**config.mk**
```make
export PLATFORM = sky130hd
export DESIGN_NAME = sb_latency_scoreboard
export DESIGN_NICKNAME = d
export VERILOG_FILES = /design/src/rtl/sb_pkg.sv /design/src/rtl/sb_age_file.sv /design/src/rtl/sb_raw_check.sv /design/src/rtl/sb_waw_check.sv /design/src/rtl/sb_latency_scoreboard.sv
export SDC_FILE = /design/constraint.sdc
export NUM_CORES = 1
export LEC_CHECK = 0
export CAP_MARGIN = 20
export CORE_MARGIN = 2
export CORE_UTILIZATION = 25
export CTS_CLUSTER_SIZE = 14
export DETAILED_ROUTE_END_ITERATION = 10
export PLACE_DENSITY = 0.47
export SYNTH_ARGS = -nofsm -noshare
export SYNTH_HDL_FRONTEND = slang
export SYNTH_HIERARCHICAL = 1
export SYNTH_SLANG_ARGS = --single-unit
```
**constraint.sdc**
```tcl
create_clock -name clk -period 6.24 [get_ports clk]
set_input_delay 1.248 -clock clk [delete_from_list [all_inputs] [get_ports clk]]
set_output_delay 1.248 -clock clk [all_outputs]
set_load 0.02 [all_outputs]
```
**src/rtl/sb_pkg.sv**
```systemverilog
package sb_pkg;

    localparam int LAT_W   = 4;
    localparam int NSRC    = 2;
    localparam int NBYPASS = 5;

    typedef logic [LAT_W-1:0] lat_t;

    typedef enum logic [1:0] {
        CLS_INT = 2'd0,
        CLS_MUL = 2'd1,
        CLS_DIV = 2'd2,
        CLS_FP  = 2'd3
    } icls_e;

    typedef struct packed {
        icls_e      prod;
        logic [3:0] cons_mask;  // bit index = consumer class code
        logic       guarded;    // applies only to address operands
        lat_t       lat;
    } bypass_t;

    function automatic lat_t base_lat(icls_e c);
        case (c)
            CLS_INT: return lat_t'(2);
            CLS_MUL: return lat_t'(4);
            CLS_DIV: return lat_t'(9);
            default: return lat_t'(3);
        endcase
    endfunction

    // Ordered bypass table; order matters for guarded entries.
    function automatic bypass_t bp_entry(int idx);
        bypass_t e;
        case (idx)
            0:       e = '{prod: CLS_FP,  cons_mask: 4'b0001, guarded: 1'b1, lat: lat_t'(5)};
            1:       e = '{prod: CLS_FP,  cons_mask: 4'b0111, guarded: 1'b0, lat: lat_t'(4)};
            2:       e = '{prod: CLS_INT, cons_mask: 4'b0001, guarded: 1'b1, lat: lat_t'(1)};
            3:       e = '{prod: CLS_MUL, cons_mask: 4'b0001, guarded: 1'b1, lat: lat_t'(3)};
            default: e = '{prod: CLS_MUL, cons_mask: 4'b0001, guarded: 1'b1, lat: lat_t'(2)};
        endcase
        return e;
    endfunction

    function automatic lat_t raw_lat(icls_e p, icls_e c, logic is_addr);
        logic    g_hit;
        logic    u_hit;
        lat_t    g_lat;
        lat_t    u_lat;
        bypass_t e;
        g_hit = 1'b0;
        u_hit = 1'b0;
        g_lat = '0;
        u_lat = '0;
        for (int i = 0; i < NBYPASS; i++) begin
            e = bp_entry(i);
            if (e.prod == p && e.cons_mask[c]) begin
                if (e.guarded) begin
                    if (is_addr && !g_hit) begin
                        g_hit = 1'b1;
                        g_lat = e.lat;
                    end
                end else if (!u_hit) begin
                    u_hit = 1'b1;
                    u_lat = e.lat;
                end
            end
        end
        if (g_hit)      return g_lat;
        else if (u_hit) return u_lat;
        else            return base_lat(p);
    endfunction

    function automatic lat_t waw_lat(icls_e p, icls_e c);
        lat_t lp;
        lat_t lc;
        lp = base_lat(p);
        lc = base_lat(c);
        return (lp > lc) ? lat_t'(lp - lc) : lat_t'(0);
    endfunction

endpackage

```
**src/rtl/sb_age_file.sv**
```systemverilog
module sb_age_file
    import sb_pkg::*;
#(
    parameter int NREG  = 16,
    parameter int AGE_W = 4,
    localparam int REG_W = $clog2(NREG)
) (
    input  logic             clk,
    input  logic             rst,
    input  logic             wr_en,
    input  logic [REG_W-1:0] wr_idx,
    input  icls_e            wr_cls,
    output logic [AGE_W-1:0] age_q [NREG],
    output icls_e            cls_q [NREG]
);

    localparam logic [AGE_W-1:0] AGE_SAT = '1;

    for (genvar r = 0; r < NREG; r++) begin : g_reg
        if (r == 0) begin : g_zero
            assign age_q[r] = AGE_SAT;
            assign cls_q[r] = CLS_INT;
        end else begin : g_live
            logic [AGE_W-1:0] age_r;
            icls_e            cls_r;
            always_ff @(posedge clk) begin
                if (rst) begin
                    age_r <= AGE_SAT;
                    cls_r <= CLS_INT;
                end else if (wr_en && wr_idx == REG_W'(r)) begin
                    age_r <= AGE_W'(1);
                    cls_r <= wr_cls;
                end else if (age_r != AGE_SAT) begin
                    age_r <= age_r + 1'b1;
                end
            end
            assign age_q[r] = age_r;
            assign cls_q[r] = cls_r;
        end
    end


    age_restart_chk: assert property (@(posedge clk) disable iff (rst)
        (wr_en && wr_idx != '0) |=> (age_q[$past(wr_idx)] == AGE_W'(1)));

endmodule

```
**src/rtl/sb_raw_check.sv**
```systemverilog
module sb_raw_check
    import sb_pkg::*;
#(
    parameter int AGE_W = 4
) (
    input  logic             src_used,
    input  icls_e            prod_cls,
    input  logic [AGE_W-1:0] age,
    input  icls_e            cons_cls,
    input  logic             is_addr,
    output logic             hazard
);
    lat_t need;
    always_comb begin
        need   = raw_lat(prod_cls, cons_cls, is_addr);
        hazard = src_used && (age < AGE_W'(need));
    end
endmodule

```
**src/rtl/sb_waw_check.sv**
```systemverilog
module sb_waw_check
    import sb_pkg::*;
#(
    parameter int AGE_W = 4
) (
    input  logic             dst_used,
    input  icls_e            prod_cls,
    input  logic [AGE_W-1:0] age,
    input  icls_e            cons_cls,
    output logic             hazard
);
    lat_t need;
    always_comb begin
        need   = waw_lat(prod_cls, cons_cls);
        hazard = dst_used && (age < AGE_W'(need));
    end
endmodule

```
**src/rtl/sb_latency_scoreboard.sv**
```systemverilog
module sb_latency_scoreboard
    import sb_pkg::*;
#(
    parameter int NREG  = 16,
    parameter int AGE_W = 4,
    localparam int REG_W = $clog2(NREG)
) (
    input  logic             clk,
    input  logic             rst,
    input  logic             req_valid,
    input  logic [1:0]       req_cls,
    input  logic [REG_W-1:0] req_dst,
    input  logic [REG_W-1:0] req_src_a,
    input  logic [REG_W-1:0] req_src_b,
    input  logic             req_a_is_addr,
    input  logic             req_b_is_addr,
    output logic             stall_o,
    output logic             issue_o
);

    icls_e            cons;
    logic [AGE_W-1:0] age_q [NREG];
    icls_e            cls_q [NREG];
    logic [REG_W-1:0] src_idx  [NSRC];
    logic             src_addr [NSRC];
    logic [NSRC-1:0]  raw_hz;
    logic             waw_hz;

    assign cons        = icls_e'(req_cls);
    assign src_idx[0]  = req_src_a;
    assign src_idx[1]  = req_src_b;
    assign src_addr[0] = req_a_is_addr;
    assign src_addr[1] = req_b_is_addr;

    sb_age_file #(.NREG(NREG), .AGE_W(AGE_W)) u_ages (
        .clk    (clk),
        .rst    (rst),
        .wr_en  (issue_o),
        .wr_idx (req_dst),
        .wr_cls (cons),
        .age_q  (age_q),
        .cls_q  (cls_q)
    );

    for (genvar s = 0; s < NSRC; s++) begin : g_src
        sb_raw_check #(.AGE_W(AGE_W)) u_raw (
            .src_used (src_idx[s] != '0),
            .prod_cls (cls_q[src_idx[s]]),
            .age      (age_q[src_idx[s]]),
            .cons_cls (cons),
            .is_addr  (src_addr[s]),
            .hazard   (raw_hz[s])
        );
    end

    sb_waw_check #(.AGE_W(AGE_W)) u_waw (
        .dst_used (req_dst != '0),
        .prod_cls (cls_q[req_dst]),
        .age      (age_q[req_dst]),
        .cons_cls (cons),
        .hazard   (waw_hz)
    );

    assign stall_o = req_valid && ((|raw_hz) || waw_hz);
    assign issue_o = req_valid && !stall_o;


    zero_reg_ready_chk: assert property (@(posedge clk) disable iff (rst)
        (req_valid && req_src_a == '0 && req_src_b == '0 && req_dst == '0) |-> !stall_o);


    raw_hold_chk: assert property (@(posedge clk) disable iff (rst)
        ($past(!rst) && $past(issue_o) && $past(req_cls) != 2'd0 && $past(req_dst) != '0
         && req_valid && req_src_a == $past(req_dst)) |-> stall_o);


    waw_hold_chk: assert property (@(posedge clk) disable iff (rst)
        ($past(!rst) && $past(issue_o) && $past(req_cls) == 2'd2 && $past(req_dst) != '0
         && req_valid && req_dst == $past(req_dst) && req_cls == 2'd0) |-> stall_o);

endmodule

```
==> impl_metrics.json, run 1 <==
{
  "wl_met3_um": 1330,
  "cp_max_fo": 5,
  "netlist_instances": 745,
  "synth_seq_area_share": 0.239,
  "min_period_ns": 6.07,
  "skew_ns": 0.00412,
  "ir_drop_uv": 185,
  "placed_cells": 1188,
  "portBuffers": 20,
  "hp-start": "u_ages/g_reg[13].g_live.cls_r[1]",
  "crit_required_ns": 4.99,
  "outcome": "complete, no violations",
  "power_density_nw_per_um2": 322,
  "drt_iter0_markers": 696,
  "drc": 0,
  "cts_tree": "built",
  "cts_root_buf": "clkbuf_16",
  "clk_pin_slew_ns": 0.06,
  "postRouteAntennaNets": 0,
  "synth_warnings": 6,
  "synth_area_sq_um": 7530,
  "cts_max_level": 3,
  "first_global_vias": 5913,
  "r2r_slack_ns": 1.52,
  "cp_slowest_cell": "mux4_2",
  "die-area_sq_um": 31500,
  "p_leak_nw": 3.62,
  "critical_path.max_stage_delay_ns": 0.50,
  "hpwlAfterDp_um": 17000,
  "endpoint_kind": "primary output",
  "cp_common_cell": "buf_4",
  "multi_input_area_sq_um": 5460,
  "rows": 63,
  "critical_path.cell_chain": "clkdlybuf4s50_1, buf_4, buf_12, mux4_2, a211oi_2, a21oi_2, ha_2, a21bo_1, a21bo_2, o32a_1, ha_1, o211ai_1, a31oi_1, a221oi_2, nor3_4, and2_4, buf_4",
  "regArea_sq_um": 1800,
  "ctsHoldBuffers": 0,
  "grtUsageTotal": 0.144,
  "overflow": 0,
  "setup_tns_ns": 0,
  "die_y_um": 178,
  "met1_length_um": 10300,
  "n_fill_cell": 3170,
  "fin_nets": 877,
  "clock-sinks": 90,
  "top_layer": "met5",
  "slew_headroom": 0.395,
  "clkLatencyLatePin_ns": 0.35,
  "route.met2.wl_um": 10200,
  "cp_num_buf_inv": 4,
  "drive_gt1_frac": 0.272,
  "final_cell_mix": "dfxtp_1, buf_4, mux2i_1, nand3_1, mux4_2",
  "ioPinCount": 21,
  "ff2ff_path_depth": 25,
  "syn_area_per_cell_sq_um": 10.1,
  "numCtsBuffers": 9,
  "clk_path_buf_depth": 2,
  "grt_max_degree": 52,
  "syn_to_final_growth_pct": 19.9,
  "max_freq_mhz": 165,
  "dr.pass1.iters": 5,
  "vias": 6240,
  "startpoint_type": "input port",
  "worstPathArrival_ns": 4.82,
  "synth_cell_types": 59,
  "antennaDiodeCount": 0,
  "hp-class": "reg -> reg",
  "min_to": "u_ages/g_reg[13].g_live.cls_r[1]",
  "r2r-start": "u_ages/g_reg[5].g_live.cls_r[0]",
  "cpLargestDelayFamily": "compound AO/OA/AOI/OAI gates",
  "tightest_slew_ns": 0.906,
  "drv_cap": 0,
  "finalHoldViolations": 0,
  "finalSetupViolations": 0,
  "grt_pass1_wl_um": 34500,
  "fin_cells": 1206,
  "fin_crit_sh": 0.973,
  "viasPerCell": 5.17,
  "min_path_cells": 2,
  "r2r_end": "u_ages/g_reg[2].g_live.age_r[0]",
  "final_common_cell": "dfxtp_1",
  "gpl.final_weighted_congestion": 0.836,
  "drt_wl_total_um": 22400,
  "avgRoutedWirePerCell_um": 18.5,
  "slew_violations": 0,
  "die_w_um": 178,
  "ys_seq_elements": 90,
  "antenna_found_initial": 1,
  "start_util": 0.254,
  "path_class": "in -> out",
  "core_sq_um": 29600
}
==> cell families (layout without fill, tap and decap cells) <==
group / after synthesis / count (layout) / share of synthesized area
and+or+nand+nor: 203 / 203 / 0.162
AOI/OAI and AO/OA: 182 / 182 / 0.160
muxes: 133 / 133 / 0.281
DFF: 90 / 90 / 0.239
buffers and inverters: 73 / 140 / 0.0597
adders and majority gates: 47 / 47 / 0.0791
xor gates and xnor gates: 15 / 15 / 0.0175
other: 2 / 6 / 0.000998
==> metal layers <==
metal / vias up / track usage
li1: 2961 / -
met1: 3047 / 0.202
met2: 195 / 0.225
met3: 35 / 0.0227
met4: 2 / 0.0488
met5: - / 0
==> what timing repair did <==
item                                   in CTS  in global routing
gates resized for setup                    22                 48
buffers inserted                            0                  3
endpoints found under the hold margin       0                  0
setup endpoints to repair                   2                  2
cloned                                      0                  0
pin swaps                                   3                 14
==> power breakdown <==
part	internal (W)	switching (W)	leakage [nW]	total (W)
logic	0.000737	0.000619	2.74	0.00136
registers	0.000728	0.000265	0.739	0.000993
clock network	0.000322	0.000236	0.143	0.000558
==> through the flow <==
step / worst slack (ns) / power [W] / hold WS [ns] / instance area, sq um / util
6_report: 0.168 / 0.00291 / 0.511 / 9020 / 0.304
5_1_grt: -0.0214 / 0.00313 / 0.530 / 9020 / 0.304
4_1_cts: 0.0153 / 0.00290 / 0.504 / 8850 / 0.299
3_5_place_dp: -0.787 / 0.00233 / 0.495 / 8530 / 0.288
3_3_place_gp: -0.693 / 0.00231 / 0.490 / 8530 / 0.288
2_1_floorplan: 0.305 / 0.00194 / 0.470 / 7540 / -
==> layout make-up <==
cell class	instances	share of cell area
Inverter	14	0.00610
Multi-Input combinational cell	586	0.605
Clock buffer	12	0.0273
Timing Repair Buffer	110	0.102
Tap cell	390	0.0541
Clock inverter	4	0.00569
Sequential cell	90	0.200
==> sequential cells by signal (all words and copies together) (netlist names) <==
signal,flops
u_ages/g.g_live.cls_r,30
u_ages/g.g_live.age_r,60
==> synthesized netlist by cell type (all sizes together) <==
cell type | instances | area, sq um
a211oi | 12 | 110
a21bo | 4 | 40.0
a21o | 1 | 7.51
a21oi | 35 | 175
a221oi | 8 | 88.8
a22oi | 6 | 45.0
a31oi | 2 | 12.5
a41oi | 1 | 8.76
and2 | 3 | 18.8
and3 | 1 | 6.26
and3b | 2 | 17.5
buf | 46 | 348
clkbuf | 13 | 48.8
conb | 2 | 7.51
dfxtp | 90 | 1800
fa | 1 | 20.0
ha | 46 | 576
inv | 14 | 52.6
mux2i | 73 | 731
mux4 | 60 | 1380
nand2 | 17 | 63.8
nand2b | 29 | 184
nand3 | 54 | 275
nand3b | 17 | 135
nor2 | 18 | 90.1
nor2b | 27 | 176
nor3 | 4 | 30.0
nor3b | 9 | 82.6
nor4 | 1 | 6.26
o211ai | 2 | 15.0
o21ai | 57 | 293
o21bai | 45 | 338
o22ai | 2 | 12.5
o311ai | 2 | 17.5
o31ai | 3 | 22.5
o32a | 2 | 20.0
or2 | 3 | 18.8
or3 | 15 | 93.8
or3b | 1 | 8.76
or4 | 2 | 15.0
xor2 | 15 | 131
==> how the worst max path moves through the flow <==
stage | startpoint | endpoint | slack (ns) | cells after the start
6_report | req_src_b[2] | issue_o | 0.17 | 17
5_1_grt | req_dst[0] | issue_o | -0.02 | 21
4_1_cts | req_dst[2] | stall_o | 0.02 | 21
3_5_place_dp | req_dst[2] | issue_o | -0.79 | 22
3_3_place_gp | req_dst[2] | issue_o | -0.69 | 22
2_1_floorplan | req_dst[0] | stall_o | 0.30 | 20
==> worst min-delay path: stages, from the launching register on <==
cell and delay [ns]:
dfxtp_1 0.33, o21ai_0 0.07, a21oi_1 0.06
(Power assumes the default switching activity.)
==> inputs of run 2 (changes only) <==
- CTS_BUF_LIST: default -> sky130_fd_sc_hd__clkbuf_16
- PLACE_DENSITY: 0.47 -> 0.46
==> impl_metrics.json, run 2 (synthesis results as in run 1) <==
{
  "path_class": "in -> out",
  "r2r_end": "u_ages/g_reg[2].g_live.age_r[2]",
  "drv_cap": 0,
  "final_common_cell": "dfxtp_1",
  "critical_path.cell_chain": "dlygate4sd2_1, buf_6, mux4_2, a211oi_2, a21oi_2, buf_4, inv_4, ha_4, o31ai_4, o32a_1, ha_1, o211ai_1, a31oi_1, a221oi_2, nor3_2, buf_4, nor2b_1, buf_4",
  "grt_pass1_wl_um": 35700,
  "ff2ff_path_depth": 24,
  "drive_gt1_frac": 0.291,
  "first_global_vias": 5959,
  "r2r-start": "u_ages/g_reg[5].g_live.cls_r[0]",
  "slew_headroom": 0.393,
  "fin_nets": 876,
  "min_period_ns": 6.04,
  "clkLatencyLatePin_ns": 0.35,
  "finalSetupViolations": 0,
  "final_cell_mix": "dfxtp_1, buf_4, mux2i_1, nand3_1, mux4_2",
  "hold_ws_ns": 0.510,
  "grtUsageTotal": 0.149,
  "largest_reg_flops": 60,
  "placed_cells": 1183,
  "fin_crit_sh": 0.967,
  "portBuffers": 20,
  "drt_iter0_markers": 438,
  "ir_drop_uv": 198,
  "top_register": "u_ages/g.g_live.age_r",
  "skew_ns": 0.0103,
  "cpLargestDelayFamily": "compound AO/OA/AOI/OAI gates",
  "drt_wl_total_um": 22800,
  "cts_tree": "built",
  "reg_top3": "u_ages/g.g_live.age_r (60), u_ages/g.g_live.cls_r (30)",
  "design_area_sq_um": 9160,
  "outcome": "complete, no violations",
  "cp_common_cell": "buf_4",
  "vias": 6138,
  "hp-class": "reg -> reg",
  "worstPathArrival_ns": 4.79,
  "antenna_found_initial": 0,
  "core_sq_um": 29600,
  "min_path_cells": 2,
  "die_y_um": 178,
  "die_w_um": 178,
  "dr.pass1.iters": 5,
  "clk_path_buf_depth": 2,
  "cts_max_level": 3,
  "cp_num_buf_inv": 6,
  "grt_max_degree": 56,
  "min_to": "u_ages/g_reg[14].g_live.cls_r[0]",
  "hp-start": "u_ages/g_reg[14].g_live.cls_r[0]",
  "hpwlAfterDp_um": 17100,
  "cp_slowest_cell": "mux4_2",
  "setup_tns_ns": 0,
  "ctsHoldBuffers": 0,
  "avgRoutedWirePerCell_um": 18.9,
  "report.power.total_w": 0.00293,
  "finalHoldViolations": 0,
  "cp_max_fo": 6,
  "r2r_slack_ns": 1.60,
  "rsz0062_at_grt": "false",
  "gpl.final_weighted_congestion": 0.882,
  "ioPinCount": 21,
  "cts_root_buf": "clkbuf_16",
  "slew_violations": 0,
  "clock-sinks": 90,
  "placed_cell_area_sq_um": 8490,
  "crit_required_ns": 4.99,
  "die-area_sq_um": 31500,
  "clk_pin_slew_ns": 0.07,
  "postRouteAntennaNets": 0,
  "syn_to_final_growth_pct": 21.7,
  "tightest_slew_ns": 0.908,
  "start_util": 0.254,
  "endpoint_kind": "primary output",
  "fin_cells": 1205,
  "max_freq_mhz": 166,
  "rows": 63,
  "overflow": 0,
  "antennaDiodeCount": 0,
  "drc": 0,
  "numCtsBuffers": 9,
  "power_density_nw_per_um2": 320,
  "critical_path.max_stage_delay_ns": 0.51,
  "viasPerCell": 5.09,
  "startpoint_type": "input port",
  "p_leak_nw": 3.66
}
## run 2: cell count changes in the layout (fill, tap and decap cells not counted), moves of 3 or more
cell             delta
clkdlybuf4s50_1     -3
clkinvlp_4          +3
buf_4               -7
ha_4                +3
ha_1                -5
a21oi_1             -3
buf_6               +5
## run 2: area by class of cell
type / instances / area, sq um
Clock buffer: 9 / 225
Clock inverter: 7 / 70.1
Fill cell: 3112 / 20500
Inverter: 14 / 57.6
Multi-Input combinational cell: 586 / 5560
Sequential cell: 90 / 1800
Tap cell: 390 / 488
Timing Repair Buffer: 109 / 951
## run 2: worst register-to-register path: stages (launching register included)
cell	delay [ns]
dfxtp_1	0.40
mux2i_1	0.14
a221oi_4	0.35
o21ai_2	0.10
a21oi_2	0.24
ha_2	0.20
nor2_1	0.05
ha_2	0.18
fa_2	0.42
nor2b_4	0.12
o21ai_2	0.07
nand2b_4	0.08
nand2_1	0.05
ha_1	0.29
o21ai_0	0.08
nand2_1	0.13
o31ai_4	0.08
a21o_1	0.17
nor3_2	0.18
and2_4	0.21
buf_4	0.17
or3b_1	0.40
buf_12	0.17
nor2_4	0.16
o21bai_1	0.10
## run 2: per-stage QoR
stage,util,worst slack [ns]
after global placement,0.286,-0.799
final,0.309,0.204
after detailed placement,0.286,-0.844
after global routing,0.309,0.00176
after floorplan,-,0.305
after CTS,0.301,0.00755
## run 2: what timing repair did
item | CTS | global route
gates resized for setup | 47 | 54
pin swaps | 11 | 29
setup buffers | 2 | 4
endpoints found under the setup margin | 2 | 2
## run 2: worst max-delay path by stage
stage               endpoint  slack, ns          from  cells after the start
finish               stall_o       0.20  req_src_a[1]                     18
global placement     issue_o      -0.80    req_dst[2]                     21
global route         issue_o      0.002    req_dst[0]                     22
CTS                  stall_o      0.008  req_src_a[2]                     18
detailed placement   issue_o      -0.84    req_dst[2]                     21
floorplan            stall_o       0.30    req_dst[0]                     20
## run 2: where the power goes
part | switching (W) | internal [W]
Combinational | 0.000644 | 0.000753
Clock | 0.000243 | 0.000309
Sequential | 0.000256 | 0.000728
Total | 0.00114 | 0.00179
## run 2: per-layer routing
metal | wire length (um) | share of wire | track usage
met5 | 0 | 0 | 0
met3 | 928 | 0.041 | 0.0204
met4 | 445 | 0.020 | 0.0461
met2 | 10600 | 0.46 | 0.233
met1 | 10900 | 0.48 | 0.211
==> inputs of run 3 (changes only) <==
- CORE_MARGIN: 2 -> default
- TNS_END_PERCENT: default -> 5
==> impl_metrics.json, run 3 (synthesis results as in run 1) <==
{
  "drt_wl_total_um": 22600,
  "cpLargestDelayFamily": "compound AO/OA/AOI/OAI gates",
  "power.clock.fraction": 0.194,
  "ctsHoldBuffers": 0,
  "report.power.total_w": 0.00291,
  "top_register": "u_ages/g.g_live.age_r",
  "path_class": "in -> out",
  "largest_reg_flops": 60,
  "postRouteAntennaNets": 0,
  "finalHoldViolations": 0,
  "critical_path.cell_chain": "clkdlybuf4s50_1, buf_12, mux4_2, mux2i_2, a21oi_2, ha_2, a21bo_1, a21bo_2, o32a_1, ha_1, o211ai_1, a31oi_1, a221oi_2, nor3_4, and2_4, buf_4",
  "p_leak_nw": 3.59,
  "fin_cells": 1199,
  "die-area_sq_um": 30800,
  "cts_root_buf": "clkbuf_16",
  "outcome": "complete, no violations",
  "grt_pass1_wl_um": 35800,
  "cts_max_level": 3,
  "pre_cts_slack_ns": -0.899,
  "grtUsageTotal": 0.151,
  "crit_required_ns": 4.99,
  "viasPerCell": 5.09,
  "ioPinCount": 21,
  "die_w_um": 176,
  "avgRoutedWirePerCell_um": 18.8,
  "final_cell_mix": "dfxtp_1, buf_4, mux2i_1, nand3_1, mux4_2",
  "worstPathArrival_ns": 4.86,
  "tightest_slew_ns": 0.860,
  "syn_to_final_growth_pct": 19.0,
  "portBuffers": 20,
  "placed_cells": 1183,
  "finalSetupViolations": 0,
  "numCtsBuffers": 9,
  "fin_nets": 870,
  "antenna_found_initial": 0,
  "ir_drop_uv": 173,
  "hp-class": "reg -> reg",
  "endpoint_kind": "primary output",
  "core_sq_um": 29600,
  "first_global_vias": 5924,
  "drv_cap": 0,
  "dr.pass1.iters": 5,
  "clk_path_buf_depth": 2,
  "clk_pin_slew_ns": 0.07,
  "critical_path.max_stage_delay_ns": 0.52,
  "min_period_ns": 6.11,
  "cts_tree": "built",
  "cp_max_fo": 5,
  "clock-sinks": 90,
  "overflow": 0,
  "final_common_cell": "dfxtp_1",
  "grt_max_degree": 49,
  "clkLatencyLatePin_ns": 0.35,
  "swShare": 0.392,
  "fin_crit_sh": 0.979,
  "die_y_um": 176,
  "p_switching_w": 0.00114,
  "p_int_w": 0.00177,
  "post-cts-setup-buffer-count": 0,
  "slew_violations": 0,
  "vias": 6100,
  "startpoint_type": "input port",
  "cp_num_buf_inv": 3,
  "skew_ns": 0.0111,
  "drc": 0,
  "gpl.final_weighted_congestion": 0.820,
  "setup_ws_ns": 0.131,
  "start_util": 0.254,
  "slew_headroom": 0.427,
  "drive_gt1_frac": 0.263,
  "drt_iter0_markers": 474,
  "power_frac_seq": 0.340,
  "rows": 63,
  "max_freq_mhz": 164,
  "comb_power_share": 0.466,
  "cp_slowest_cell": "mux4_2",
  "power_density_nw_per_um2": 325,
  "reg_top3": "u_ages/g.g_live.age_r (60), u_ages/g.g_live.cls_r (30)",
  "antennaDiodeCount": 0,
  "hpwlAfterDp_um": 17100
}
## run 3: layout make-up
cell class	instances	area (sq um)
inverters	14	52.6
well taps	390	488
flip-flops and latches	90	1800
clock inverters	7	67.6
repair buffers	103	867
clock buffers	9	225
fillers	3163	20700
multi-input cells	586	5450
## run 3: worst paths after layout
path         cells after the start  slack, ns                        startpoint                          endpoint
max                             16       0.13                      req_src_b[0]                           issue_o
max reg2reg                     25       1.58   u_ages/g_reg[7].g_live.cls_r[1]   u_ages/g_reg[2].g_live.cls_r[0]
min reg2reg                      2       0.51  u_ages/g_reg[13].g_live.cls_r[1]  u_ages/g_reg[13].g_live.cls_r[1]
min                              2       0.51  u_ages/g_reg[13].g_live.cls_r[1]  u_ages/g_reg[13].g_live.cls_r[1]
## run 3: timing repair
| action | CTS | global route |
|---|---|---|
| pin swaps | 5 | 8 |
| gates cloned | 0 | 0 |
| gates resized for setup | 29 | 33 |
| endpoints found under the setup margin | 2 | 2 |
| hold endpoints to repair | 0 | 0 |
## run 3: worst reg2reg max path: stages, from the launching register on
cell	delay (ns)
dfxtp_1	0.41
mux2i_1	0.14
a221oi_2	0.35
buf_4	0.16
nor3b_2	0.04
a21oi_2	0.15
ha_1	0.21
nor2_2	0.05
ha_2	0.20
fa_2	0.43
nor2b_4	0.12
o21ai_2	0.07
nand2b_4	0.09
nand2_2	0.06
ha_4	0.27
o21ai_0	0.07
nand2_1	0.09
o31ai_2	0.06
a21o_1	0.18
nor3_4	0.21
and2_4	0.17
buf_4	0.18
or3b_1	0.42
buf_12	0.17
o21ai_1	0.13
a21oi_1	0.09
## run 3: power groups by stage
stage          logic [W]  clock network (W)  registers, W
6_report         0.00135           0.000563      0.000990
5_1_grt          0.00151           0.000600       0.00103
4_1_cts          0.00132           0.000581      0.000993
3_5_place_dp     0.00131                  0       0.00101
3_3_place_gp     0.00130                  0       0.00100
2_1_floorplan    0.00104                  0      0.000899
## run 3: through the flow
step	hold WS [ns]	utilization	cell area [sq um]	TNS, ns
4_1_cts	0.510	0.299	8860	0
2_1_floorplan	0.470	-	7540	0
6_report	0.514	0.302	8950	0
3_3_place_gp	0.492	0.287	8500	-2.25
5_1_grt	0.531	0.302	8950	-0.0143
3_5_place_dp	0.500	0.287	8500	-6.69
## run 3: metal layers
layer | up-vias | GRT usage | share of wire
met5 | - | 0 | 0
met4 | 0 | 0.0330 | 0.012
met3 | 18 | 0.0210 | 0.040
met2 | 127 | 0.234 | 0.44
met1 | 3014 | 0.220 | 0.50
li1 | 2941 | - | -
